`src/rtl/i2ct_pkg.sv`:
```
package i2ct_pkg;
   typedef enum logic [2:0] {
      ST_IDLE,
      ST_ADDR,
      ST_PTR,
      ST_WDATA,
      ST_RDATA,
      ST_SKIP
   } bus_state_e;
endpackage

```
`src/rtl/i2ct_sync.sv`:
```
module i2ct_sync #(
   parameter int STAGES = 2
) (
   input  logic clk,
   input  logic rst_n,
   input  logic d_in,
   output logic q_out
);
   if (STAGES < 2) begin : g_bad_stages
      $error("i2ct_sync needs at least two stages");
   end

   logic [STAGES-1:0] pipe;

   always_ff @(posedge clk or negedge rst_n) begin
      if (!rst_n) pipe <= '1;
      else        pipe <= {pipe[STAGES-2:0], d_in};
   end

   assign q_out = pipe[STAGES-1];
endmodule

```
`src/rtl/i2ct_cond.sv`:
```
module i2ct_cond (
   input  logic clk,
   input  logic rst_n,
   input  logic scl_s,
   input  logic sda_s,
   output logic scl_rise,
   output logic scl_fall,
   output logic cond_start,
   output logic cond_stop
);
   logic scl_q, sda_q;

   always_ff @(posedge clk or negedge rst_n) begin
      if (!rst_n) begin
         scl_q <= 1'b1;
         sda_q <= 1'b1;
      end else begin
         scl_q <= scl_s;
         sda_q <= sda_s;
      end
   end

   assign scl_rise   = scl_s & ~scl_q;
   assign scl_fall   = ~scl_s & scl_q;
   assign cond_start = scl_s & scl_q & sda_q & ~sda_s;
   assign cond_stop  = scl_s & scl_q & ~sda_q & sda_s;
endmodule

```
`src/rtl/i2c_ptr_target.sv`:
```
module i2c_ptr_target
   import i2ct_pkg::*;
#(
   parameter logic [6:0] DEV_ADDR    = 7'b1100000,
   parameter int         REG_COUNT   = 16,
   parameter int         SYNC_STAGES = 2,
   localparam int        AW          = $clog2(REG_COUNT)
) (
   input  logic          clk,
   input  logic          rst_n,
   input  logic          scl_in,
   input  logic          sda_in,
   output logic          sda_oe,
   output logic          rf_we,
   output logic [AW-1:0] rf_addr,
   output logic [7:0]    rf_wdata,
   input  logic [7:0]    rf_rdata
);
   if (REG_COUNT < 2 || REG_COUNT > 256 || (REG_COUNT & (REG_COUNT - 1)) != 0) begin : g_bad_count
      $error("REG_COUNT must be a power of two from 2 to 256");
   end

   logic scl_s, sda_s;
   logic scl_rise, scl_fall, cond_start, cond_stop;

   i2ct_sync #(.STAGES(SYNC_STAGES)) u_sync_scl (
      .clk(clk), .rst_n(rst_n), .d_in(scl_in), .q_out(scl_s));
   i2ct_sync #(.STAGES(SYNC_STAGES)) u_sync_sda (
      .clk(clk), .rst_n(rst_n), .d_in(sda_in), .q_out(sda_s));

   i2ct_cond u_cond (
      .clk(clk), .rst_n(rst_n), .scl_s(scl_s), .sda_s(sda_s),
      .scl_rise(scl_rise), .scl_fall(scl_fall),
      .cond_start(cond_start), .cond_stop(cond_stop));

   bus_state_e    state;
   logic [3:0]    bit_cnt;
   logic          in_ack, ack_drv, rd_first, ctl_nack, we_q;
   logic [7:0]    rx_sh, tx_sh, wdata_q;
   logic [AW-1:0] ptr;

   always_ff @(posedge clk or negedge rst_n) begin
      if (!rst_n) begin
         state    <= ST_IDLE;
         bit_cnt  <= '0;
         in_ack   <= 1'b0;
         ack_drv  <= 1'b0;
         rd_first <= 1'b0;
         ctl_nack <= 1'b0;
         we_q     <= 1'b0;
         rx_sh    <= '0;
         tx_sh    <= '1;
         wdata_q  <= '0;
         ptr      <= '0;
      end else begin
         we_q <= 1'b0;
         if (we_q) ptr <= ptr + 1'b1;
         if (cond_stop) begin
            state   <= ST_IDLE;
            in_ack  <= 1'b0;
            ack_drv <= 1'b0;
            bit_cnt <= '0;
         end else if (cond_start) begin
            state   <= ST_ADDR;
            in_ack  <= 1'b0;
            ack_drv <= 1'b0;
            bit_cnt <= '0;
         end else if (state != ST_IDLE && state != ST_SKIP) begin
            if (scl_rise) begin
               if (!in_ack) begin
                  rx_sh   <= {rx_sh[6:0], sda_s};
                  bit_cnt <= bit_cnt + 4'd1;
               end else if (state == ST_RDATA && !rd_first) begin
                  ctl_nack <= sda_s;
                  if (!sda_s) ptr <= ptr + 1'b1;
               end
            end else if (scl_fall) begin
               if (!in_ack) begin
                  if (bit_cnt == 4'd8) begin
                     in_ack  <= 1'b1;
                     bit_cnt <= '0;
                     case (state)
                        ST_ADDR: begin
                           if (rx_sh[7:1] == DEV_ADDR) begin
                              ack_drv  <= 1'b1;
                              rd_first <= 1'b1;
                              state    <= rx_sh[0] ? ST_RDATA : ST_PTR;
                           end else begin
                              state <= ST_SKIP;
                           end
                        end
                        ST_PTR: begin
                           ack_drv <= 1'b1;
                           ptr     <= rx_sh[AW-1:0];
                           state   <= ST_WDATA;
                        end
                        ST_WDATA: begin
                           ack_drv <= 1'b1;
                           we_q    <= 1'b1;
                           wdata_q <= rx_sh;
                        end
                        default: ack_drv <= 1'b0;
                     endcase
                  end else if (state == ST_RDATA) begin
                     tx_sh <= {tx_sh[6:0], 1'b1};
                  end
               end else begin
                  in_ack  <= 1'b0;
                  ack_drv <= 1'b0;
                  if (state == ST_RDATA) begin
                     if (!rd_first && ctl_nack) begin
                        state <= ST_SKIP;
                     end else begin
                        tx_sh    <= rf_rdata;
                        rd_first <= 1'b0;
                     end
                  end
               end
            end
         end
      end
   end

   assign sda_oe   = (in_ack & ack_drv) | (state == ST_RDATA & ~in_ack & ~tx_sh[7]);
   assign rf_we    = we_q;
   assign rf_addr  = ptr;
   assign rf_wdata = wdata_q;

   assert_oe_scl_low_R11: assert property (@(posedge clk) disable iff (!rst_n)
      !$stable(sda_oe) |-> !scl_s);
   assert_start_addr_R2: assert property (@(posedge clk) disable iff (!rst_n)
      cond_start |=> (state == ST_ADDR && bit_cnt == 4'd0));
   assert_stop_idle_R10: assert property (@(posedge clk) disable iff (!rst_n)
      cond_stop |=> (state == ST_IDLE && $stable(ptr)));
   assert_we_single_R4: assert property (@(posedge clk) disable iff (!rst_n)
      rf_we |=> !rf_we);
   assert_ptr_step_R4: assert property (@(posedge clk) disable iff (!rst_n)
      rf_we |=> rf_addr == $past(rf_addr) + 1'b1);
   assert_skip_quiet_R1: assert property (@(posedge clk) disable iff (!rst_n)
      state == ST_SKIP |-> (!sda_oe && !rf_we));
   assert_no_write_ptr_R8: assert property (@(posedge clk) disable iff (!rst_n)
      state == ST_PTR |-> !rf_we);
endmodule

```
`config.mk`:
```
export PLATFORM = sky130hd
export DESIGN_NAME = i2c_ptr_target
export DESIGN_NICKNAME = d
export VERILOG_FILES = /design/src/rtl/i2ct_pkg.sv /design/src/rtl/i2ct_sync.sv /design/src/rtl/i2ct_cond.sv /design/src/rtl/i2c_ptr_target.sv
export SDC_FILE = /design/constraint.sdc
export NUM_CORES = 1
export LEC_CHECK = 0
export CORE_MARGIN = 10
export CORE_UTILIZATION = 57
export CTS_CLUSTER_DIAMETER = 50
export DETAILED_ROUTE_END_ITERATION = 10
export DONT_BUFFER_PORTS = 1
export HOLD_SLACK_MARGIN = 0.03
export PLACE_DENSITY_LB_ADDON = 0.25
export SLEW_MARGIN = 30
export SYNTH_ARGS = -nofsm -noshare
export SYNTH_HDL_FRONTEND = slang
export SYNTH_SLANG_ARGS = --single-unit
```
`constraint.sdc`:
```
create_clock -name clk -period 1.7 [get_ports clk]
set_clock_uncertainty 0.05 [all_clocks]
set_input_delay 0.17 -clock clk [delete_from_list [all_inputs] [get_ports clk]]
set_output_delay 0.17 -clock clk [all_outputs]
set_load 0.01 [all_outputs]
```
==> run_summary.xml, run 1 <==
<?xml version="1.0" encoding="UTF-8"?>
<metrics>
  <group name="status">
    <metric name="status" unit="">finished with violations</metric>
    <metric name="violations" unit="">negative setup slack</metric>
  </group>
  <group name="cells_and_area">
    <metric name="multiInputGateArea" unit="mm2">0.001642</metric>
    <metric name="layout.area.seq" unit="mm2">0.001170</metric>
    <metric name="number_of_filler_cells_placed_in_the_layout" unit="">153</metric>
    <metric name="antenna_cells" unit="">0</metric>
    <metric name="postLayoutCellArea" unit="mm2">0.003598</metric>
    <metric name="syn2layout_area_growth" unit="%">46.06</metric>
    <metric name="finish.net_count" unit="">306</metric>
    <metric name="drive_gt1_share" unit="%">53.98</metric>
  </group>
  <group name="clocking">
    <metric name="cts.htree.levels" unit="">2</metric>
    <metric name="cts_root_buffer" unit="">clkbuf_8</metric>
    <metric name="cts_buffer_depth" unit="">2</metric>
    <metric name="number_of_buffers_inserted_during_clock_tree_synthesis" unit="">5</metric>
    <metric name="clk_transition_reported_paths" unit="ns">0.09</metric>
    <metric name="tritoncts" unit="">yes</metric>
    <metric name="insertion_delay" unit="ns">0.31</metric>
    <metric name="clkSinkCount" unit="">46</metric>
  </group>
  <group name="worst_setup_path">
    <metric name="r2r_start" unit="">u_cond.scl_q</metric>
    <metric name="setup.reg_to_reg.worst_slack" unit="ns">-0.25</metric>
    <metric name="reg2reg_to" unit="">rf_addr[0]</metric>
    <metric name="setup.worst_path.class" unit="">reg -&gt; reg</metric>
    <metric name="cp_data_arrival_time" unit="ns">2.13</metric>
    <metric name="r2r.worst_path.cells" unit="">7</metric>
    <metric name="worst_setup_path_end_kind" unit="">flip-flop</metric>
    <metric name="worst-endpoint-required" unit="ns">1.88</metric>
    <metric name="crit_fanout" unit="">4</metric>
    <metric name="crit_path_start_kind" unit="">flip-flop</metric>
  </group>
  <group name="sta">
    <metric name="finalCriticalPeriod" unit="ns">1.954</metric>
    <metric name="final-hold-violation-count" unit="">0</metric>
    <metric name="finalSetupViolations" unit="">37</metric>
    <metric name="slew_headroom" unit="%">69.59</metric>
    <metric name="final_critical_path_setup_slack" unit="ns">-0.2542</metric>
    <metric name="slew_viol_final" unit="">0</metric>
    <metric name="worstMarginPinSlew" unit="ns">0.4555</metric>
    <metric name="setup_repair_after_global_routing_missed_its_margin" unit="">yes</metric>
    <metric name="timing.final.crit_share" unit="%">115.0</metric>
    <metric name="fmaxAchievable" unit="GHz">0.5117</metric>
  </group>
  <group name="yosys">
    <metric name="syn_area_per_cell" unit="um2">11.00</metric>
    <metric name="yosys.area_share.xor_xnor" unit="%">3.504</metric>
    <metric name="synthAdderAreaFrac" unit="%">3.047</metric>
    <metric name="synth_area" unit="mm2">0.002464</metric>
    <metric name="synth-simple-area-share" unit="%">17.72</metric>
    <metric name="synth_edf_count" unit="">0</metric>
    <metric name="synth_cell_type_count" unit="">56</metric>
    <metric name="synth-warning-count" unit="">0</metric>
    <metric name="synth_compound_gate_area_share" unit="%">13.51</metric>
    <metric name="ys_seq_elements" unit="">46</metric>
    <metric name="mappedNetlistNets" unit="">242</metric>
    <metric name="async_flop_share" unit="%">100.0</metric>
    <metric name="synth_top_flop_cell" unit="">dfrtp_1</metric>
    <metric name="syn_inst" unit="">224</metric>
    <metric name="synth_top_family_by_area" unit="">simple AND/OR/NAND/NOR gates</metric>
    <metric name="synth_seq_area_share" unit="%">47.44</metric>
    <metric name="post_synth_mux_area_share" unit="%">11.02</metric>
  </group>
  <group name="floorplanning">
    <metric name="chipWidth" unit="um">85.74</metric>
    <metric name="design.core.area" unit="mm2">0.004086</metric>
    <metric name="rows" unit="">23</metric>
    <metric name="floorplan.initialDensity" unit="%">60.29</metric>
    <metric name="fp.dieH" unit="um">85.74</metric>
    <metric name="die_area" unit="mm2">0.007351</metric>
    <metric name="pin_count" unit="">26</metric>
  </group>
  <group name="route">
    <metric name="route.final.wire_length" unit="um">8487</metric>
    <metric name="dr_total_vias" unit="">2299</metric>
    <metric name="drt_first_iter_violations" unit="">339</metric>
    <metric name="route.detailed.drc" unit="">0</metric>
    <metric name="wl_per_cell" unit="um">25.04</metric>
    <metric name="via_per_inst" unit="">6.782</metric>
    <metric name="antenna_left" unit="">0</metric>
    <metric name="drt_first_pass_iters" unit="">7</metric>
  </group>
  <group name="power">
    <metric name="design_power_total" unit="W">0.002817</metric>
    <metric name="leakagePower" unit="nW">1.543</metric>
    <metric name="pwr_density_cell" unit="mW/mm2">782.7</metric>
    <metric name="peakVddDrop" unit="uV">886.5</metric>
  </group>
  <group name="place">
    <metric name="dp.final_hpwl" unit="um">4231</metric>
    <metric name="buffer_ports.inserted" unit="">0</metric>
    <metric name="gp_routability_congestion" unit="">0.9135</metric>
    <metric name="post_place_instance_area" unit="mm2">0.002804</metric>
  </group>
  <group name="grt">
    <metric name="wire_length_of_the_first_global_routing_pass" unit="um">12010</metric>
    <metric name="remaining_global_route_overflow" unit="">0</metric>
    <metric name="maximum_number_of_pins_on_one_net_before_global_route_repair" unit="">47</metric>
    <metric name="first_global_vias" unit="">2254</metric>
    <metric name="globalRouteTotalUtil" unit="%">20.23</metric>
    <metric name="antenna_found_initial" unit="">0</metric>
  </group>
  <group name="min_path">
    <metric name="hold_depth" unit="">2</metric>
    <metric name="holdPathEnd" unit="">tx_sh[5]</metric>
    <metric name="holdCritPathClass" unit="">in -&gt; reg</metric>
    <metric name="timing.hold.worst.start" unit="">rf_rdata[5]</metric>
  </group>
  <group name="job">
    <metric name="maxcap_viol_count" unit="">0</metric>
  </group>
</metrics>
-- what timing repair did --
| item | 4_1_cts | 5_1_grt |
|---|---|---|
| pin swaps | 32 | 20 |
| cloned | 1 | 1 |
| setup buffers | 9 | 8 |
| resized for setup | 60 | 47 |
| setup endpoints to repair | 36 | 40 |
| endpoints found under the hold margin | 53 | 0 |
| hold buffers | 9 | 0 |
-- layout make-up --
class / count / share of cell area, %
Inverter: 11 / 1.147
Timing Repair Buffer: 64 / 15.92
Clock buffer: 6 / 2.017
Sequential cell: 46 / 32.51
Tap cell: 50 / 1.739
Clock inverter: 2 / 1.043
Multi-Input combinational cell: 160 / 45.62
-- cells in the mapped netlist (all sizes together) (2+ instances only) --
library cell | number | area [um2]
o211ai | 3 | 22.52
mux2 | 17 | 191.4
buf | 7 | 47.54
ha | 6 | 75.07
a21oi | 9 | 45.04
nand3b | 2 | 15.01
nand2b | 2 | 12.51
dfstp | 14 | 367.9
nor4 | 3 | 18.77
nor2b | 2 | 12.51
nand3 | 4 | 20.02
dfrtp | 32 | 800.8
nor2 | 16 | 76.32
mux2i | 8 | 80.08
nand4 | 9 | 62.56
and2 | 4 | 25.02
nor4bb | 2 | 35.03
a211oi | 3 | 22.52
xnor2 | 3 | 26.28
xor2 | 6 | 60.06
inv | 11 | 41.29
nand2 | 17 | 73.82
o21ai | 15 | 75.07
nor3 | 4 | 20.02
a22o | 2 | 17.52
-- stage by stage --
stage               util (%)  hold slack [ns]  setup WS (ns)  instances  setup TNS [ns]
finish                 88.06          0.06042        -0.2542        339          -5.131
global route           88.06          0.07403        -0.3600        339          -6.929
CTS                    80.71          0.03431        -0.1429        331          -2.401
detailed placement     68.62          -0.1740        -0.2126        306          -3.841
global placement       68.62          -0.1740        -0.1053        306          -1.952
floorplan                  -          -0.1756       -0.06668        224         -0.3316
-- sequential cells by signal, indices dropped and copies added, names as in the netlist --
| name | cells |
|---|---|
| rf_wdata | 8 |
| rx_sh | 8 |
| tx_sh | 8 |
| bit_cnt | 4 |
| rf_addr | 4 |
| state | 3 |
| u_sync_scl.pipe | 2 |
| u_sync_sda.pipe | 2 |
| ack_drv | 1 |
| ctl_nack | 1 |
| in_ack | 1 |
| rd_first | 1 |
| rf_we | 1 |
| u_cond.scl_q | 1 |
| u_cond.sda_q | 1 |
-- critical path, stage by stage, from the launching register on --
cell and delay (ns):
dfstp_2 0.59, inv_2 0.06, ha_4 0.19, nor3b_4 0.25, nand4_1 0.20, a21oi_2 0.24
nor3_1 0.09, a211oi_2 0.21
-- layer usage --
layer | vias to the layer above | wire length [um] | GRT usage (%)
met5 | - | 0 | 0
met4 | 0 | 337 | 7.186
met3 | 39 | 682 | 5.109
met2 | 162 | 4227 | 34.74
met1 | 1156 | 3239 | 23.75
li1 | 942 | - | -
-- worst max path at each step --
stage            startpoint         end  depth (start not counted)
2_1_floorplan  u_cond.scl_q  rf_addr[0]                          7
3_3_place_gp   u_cond.scl_q  rf_addr[0]                          7
5_1_grt        u_cond.scl_q  rf_addr[0]                          7
3_5_place_dp   u_cond.scl_q  rf_addr[0]                          7
6_report       u_cond.scl_q  rf_addr[0]                          7
4_1_cts        u_cond.scl_q  rf_addr[0]                          7
-- kinds of logic (layout without fill, tap and decap cells) --
logic type,Yosys count,after routing
AND/OR/NAND/NOR,73,74
buffers and inverters,19,83
AO/OA/AOI/OAI,46,46
multiplexers,25,25
XOR/XNOR,9,9
flip-flops,46,46
adder cells (fa/ha/maj),6,6
-- cell usage in the layout, fill, tap and decap left out, types with 5 or more instances in the layout --
cell type      count
nand4_1            8
clkbuf_8           5
dfrtp_1           31
a21oi_1            6
nand2_4            8
inv_1              7
buf_4             48
dlygate4sd3_1      8
nand2_1            7
o21ai_2            8
nor2_1            13
mux2_4            10
xor2_1             5
mux2_2             7
mux2i_1            8
dfstp_2           14
-- power by group --
part | total [W] | internal (W) | switching, W
combinational | 0.000642 | 0.000345 | 0.000297
clock | 0.000825 | 0.000439 | 0.000387
sequential | 0.00135 | 0.00119 | 0.000158
(Power assumes the default switching activity.)
==> inputs of run 2 (changes only) <==
--- a/config.mk
+++ b/config.mk
@@ -6,12 +6,13 @@
 export NUM_CORES = 1
 export LEC_CHECK = 0
 export CORE_MARGIN = 10
-export CORE_UTILIZATION = 57
+export CORE_UTILIZATION = 63
 export CTS_CLUSTER_DIAMETER = 50
 export DETAILED_ROUTE_END_ITERATION = 10
 export DONT_BUFFER_PORTS = 1
-export HOLD_SLACK_MARGIN = 0.03
+export HOLD_SLACK_MARGIN = 0.1
 export PLACE_DENSITY_LB_ADDON = 0.25
+export SETUP_SLACK_MARGIN = 0.1
 export SLEW_MARGIN = 30
 export SYNTH_ARGS = -nofsm -noshare
 export SYNTH_HDL_FRONTEND = slang
==> constraint.sdc (replaced) <==
create_clock -name clk -period 2.2 [get_ports clk]
set_clock_uncertainty 0.05 [all_clocks]
set_input_delay 0.22 -clock clk [delete_from_list [all_inputs] [get_ports clk]]
set_output_delay 0.22 -clock clk [all_outputs]
set_load 0.01 [all_outputs]
==> run_summary.xml, run 2 (synthesis gave the netlist of run 1 again) <==
<?xml version="1.0" encoding="UTF-8"?>
<metrics>
  <group name="place">
    <metric name="gp_routability_congestion" unit="">0.8703</metric>
    <metric name="buffer_ports.inserted" unit="">0</metric>
    <metric name="dp.final_hpwl" unit="um">3760</metric>
  </group>
  <group name="clocking">
    <metric name="clk_transition_reported_paths" unit="ns">0.08</metric>
    <metric name="clkSinkCount" unit="">46</metric>
    <metric name="cts_root_buffer" unit="">clkbuf_8</metric>
    <metric name="insertion_delay" unit="ns">0.30</metric>
    <metric name="number_of_buffers_inserted_during_clock_tree_synthesis" unit="">5</metric>
    <metric name="cts_buffer_depth" unit="">2</metric>
    <metric name="cts.htree.levels" unit="">2</metric>
    <metric name="tritoncts" unit="">yes</metric>
  </group>
  <group name="route">
    <metric name="route.final.wire_length" unit="um">5423</metric>
    <metric name="wl_per_cell" unit="um">18.57</metric>
    <metric name="antenna_left" unit="">0</metric>
    <metric name="dr_total_vias" unit="">1837</metric>
    <metric name="drt_first_pass_iters" unit="">4</metric>
    <metric name="drt_first_iter_violations" unit="">138</metric>
    <metric name="route.detailed.drc" unit="">0</metric>
    <metric name="via_per_inst" unit="">6.291</metric>
  </group>
  <group name="sta">
    <metric name="finalSetupViolations" unit="">0</metric>
    <metric name="slew_headroom" unit="%">63.65</metric>
    <metric name="timing.final.crit_share" unit="%">91.07</metric>
    <metric name="fmaxAchievable" unit="GHz">0.4991</metric>
    <metric name="slew_viol_final" unit="">0</metric>
    <metric name="fin_tns_setup" unit="ns">0</metric>
    <metric name="finalCriticalPeriod" unit="ns">2.004</metric>
    <metric name="setup_repair_after_global_routing_missed_its_margin" unit="">yes</metric>
    <metric name="final-hold-violation-count" unit="">0</metric>
    <metric name="worstMarginPinSlew" unit="ns">0.5452</metric>
  </group>
  <group name="worst_setup_path">
    <metric name="setup.worst_path.class" unit="">reg -&gt; reg</metric>
    <metric name="crit_fanout" unit="">6</metric>
    <metric name="worst-endpoint-required" unit="ns">2.35</metric>
    <metric name="crit_path_start_kind" unit="">flip-flop</metric>
    <metric name="worst_setup_path_end_kind" unit="">flip-flop</metric>
    <metric name="cp_data_arrival_time" unit="ns">2.16</metric>
    <metric name="r2r.worst_path.cells" unit="">7</metric>
  </group>
  <group name="grt">
    <metric name="gr-usage-met3" unit="%">4.536</metric>
    <metric name="maximum_number_of_pins_on_one_net_before_global_route_repair" unit="">47</metric>
    <metric name="remaining_global_route_overflow" unit="">0</metric>
    <metric name="grt_use_met1" unit="%">19.88</metric>
    <metric name="grt-busiest-layer" unit="">met2</metric>
    <metric name="globalRouteTotalUtil" unit="%">17.59</metric>
    <metric name="first_global_vias" unit="">1881</metric>
    <metric name="globalRouteMet2Util" unit="%">30.79</metric>
    <metric name="antenna_found_initial" unit="">0</metric>
    <metric name="wire_length_of_the_first_global_routing_pass" unit="um">9308</metric>
  </group>
  <group name="floorplanning">
    <metric name="die_area" unit="mm2">0.006812</metric>
    <metric name="rows" unit="">22</metric>
    <metric name="pin_count" unit="">26</metric>
    <metric name="fp.dieH" unit="um">82.54</metric>
    <metric name="floorplan.initialDensity" unit="%">66.30</metric>
    <metric name="chipWidth" unit="um">82.54</metric>
    <metric name="design.core.area" unit="mm2">0.003716</metric>
  </group>
  <group name="cells_and_area">
    <metric name="mostFrequentLayoutCell" unit="">dfrtp_1</metric>
    <metric name="final_util" unit="%">74.98</metric>
    <metric name="final_cell_mix" unit="">32 x dfrtp_1, 15 x nor2_1, 15 x nand2_1, 15 x mux2_2</metric>
    <metric name="number_of_filler_cells_placed_in_the_layout" unit="">259</metric>
    <metric name="drive_gt1_share" unit="%">25.00</metric>
    <metric name="syn2layout_area_growth" unit="%">13.10</metric>
    <metric name="antenna_cells" unit="">0</metric>
    <metric name="finish.net_count" unit="">261</metric>
  </group>
  <group name="min_path">
    <metric name="holdCritPathClass" unit="">reg -&gt; reg</metric>
    <metric name="hold_depth" unit="">0</metric>
  </group>
  <group name="status">
    <metric name="status" unit="">finished clean</metric>
  </group>
  <group name="power">
    <metric name="leakagePower" unit="nW">1.235</metric>
    <metric name="peakVddDrop" unit="uV">620.7</metric>
    <metric name="pwr_density_cell" unit="mW/mm2">644.1</metric>
  </group>
  <group name="job">
    <metric name="maxcap_viol_count" unit="">0</metric>
  </group>
</metrics>
==> run 2: changes by cell type in the layout (fill, tap and decap cells not counted), moves of 3 or more <==
cell,change
ha_4,-4
mux2_4,-10
mux2_2,+8
ha_1,+3
buf_4,-40
nand2_4,-7
o21ai_0,+12
inv_2,-4
dlygate4sd3_1,+3
inv_1,+4
buf_6,-4
o21ai_2,-8
nand2_1,+8
==> run 2: what timing repair did <==
| action | CTS | global route |
|---|---|---|
| endpoints found under the hold margin | 56 | 0 |
| gates resized for setup | 1 | 5 |
| endpoints found under the setup margin | 1 | 20 |
| setup buffers | 0 | 1 |
| hold buffers | 12 | 0 |
| pin swaps | 0 | 3 |
==> run 2: routing by layer <==
layer | wire length, um | vias up | share of wire, %
li1 | - | 848 | -
met1 | 2156 | 918 | 40
met2 | 2823 | 61 | 52
met3 | 314 | 10 | 5.8
met4 | 129 | 0 | 2.4
met5 | 0 | - | 0
==> run 2: power by group <==
part	internal (W)	total, W	switching (W)
Combinational	0.000128	0.000260	0.000131
Sequential	0.000920	0.00102	0.000103
Clock	0.000226	0.000511	0.000286
Total	0.00127	0.00179	0.000520
==> run 2: stage by stage <==
stage	hold slack, ns	setup WS [ns]	instances	instance area [um2]	total power, W
2_1_floorplan	-0.1256	0.3676	224	2464	0.001184
3_3_place_gp	-0.1241	0.2233	271	2525	0.001230
3_5_place_dp	-0.1241	0.09387	271	2525	0.001253
4_1_cts	0.3109	0.1318	291	2753	0.001800
5_1_grt	0.3131	0.06878	292	2786	0.001885
6_report	0.3097	0.1964	292	2786	0.001795
==> run 2: final timing paths <==
path	slack [ns]	start	end
worst max register to register	0.20	u_cond.scl_q	rf_addr[0]
worst min register to register	0.31	u_sync_sda.pipe[0]	u_sync_sda.pipe[1]
worst max-delay path	0.20	u_cond.scl_q	rf_addr[0]
min in group asynchronous	0.38	rst_n	rf_addr[3]
worst min-delay path	0.31	u_sync_sda.pipe[0]	u_sync_sda.pipe[1]
max in group asynchronous	1.45	rst_n	tx_sh[6]
==> run 2: critical path: stages (launching register included) <==
cell and delay (ns):
dfstp_2 0.55, inv_1 0.04, ha_2 0.20, nor3b_2 0.32, nand4_1 0.22, a21oi_2 0.21
nor3_1 0.06, a211oi_1 0.24
==> run 2: final cells by class <==
| cell class | count | area, um2 | area share (%) |
|---|---|---|---|
| Inverter | 11 | 41.29 | 1.482 |
| Multi-Input combinational cell | 159 | 1234 | 44.27 |
| Timing Repair Buffer | 20 | 197.7 | 7.095 |
| Tap cell | 48 | 60.06 | 2.155 |
| Sequential cell | 46 | 1169 | 41.94 |
| Clock buffer | 6 | 72.57 | 2.604 |
| Clock inverter | 2 | 12.51 | 0.4490 |
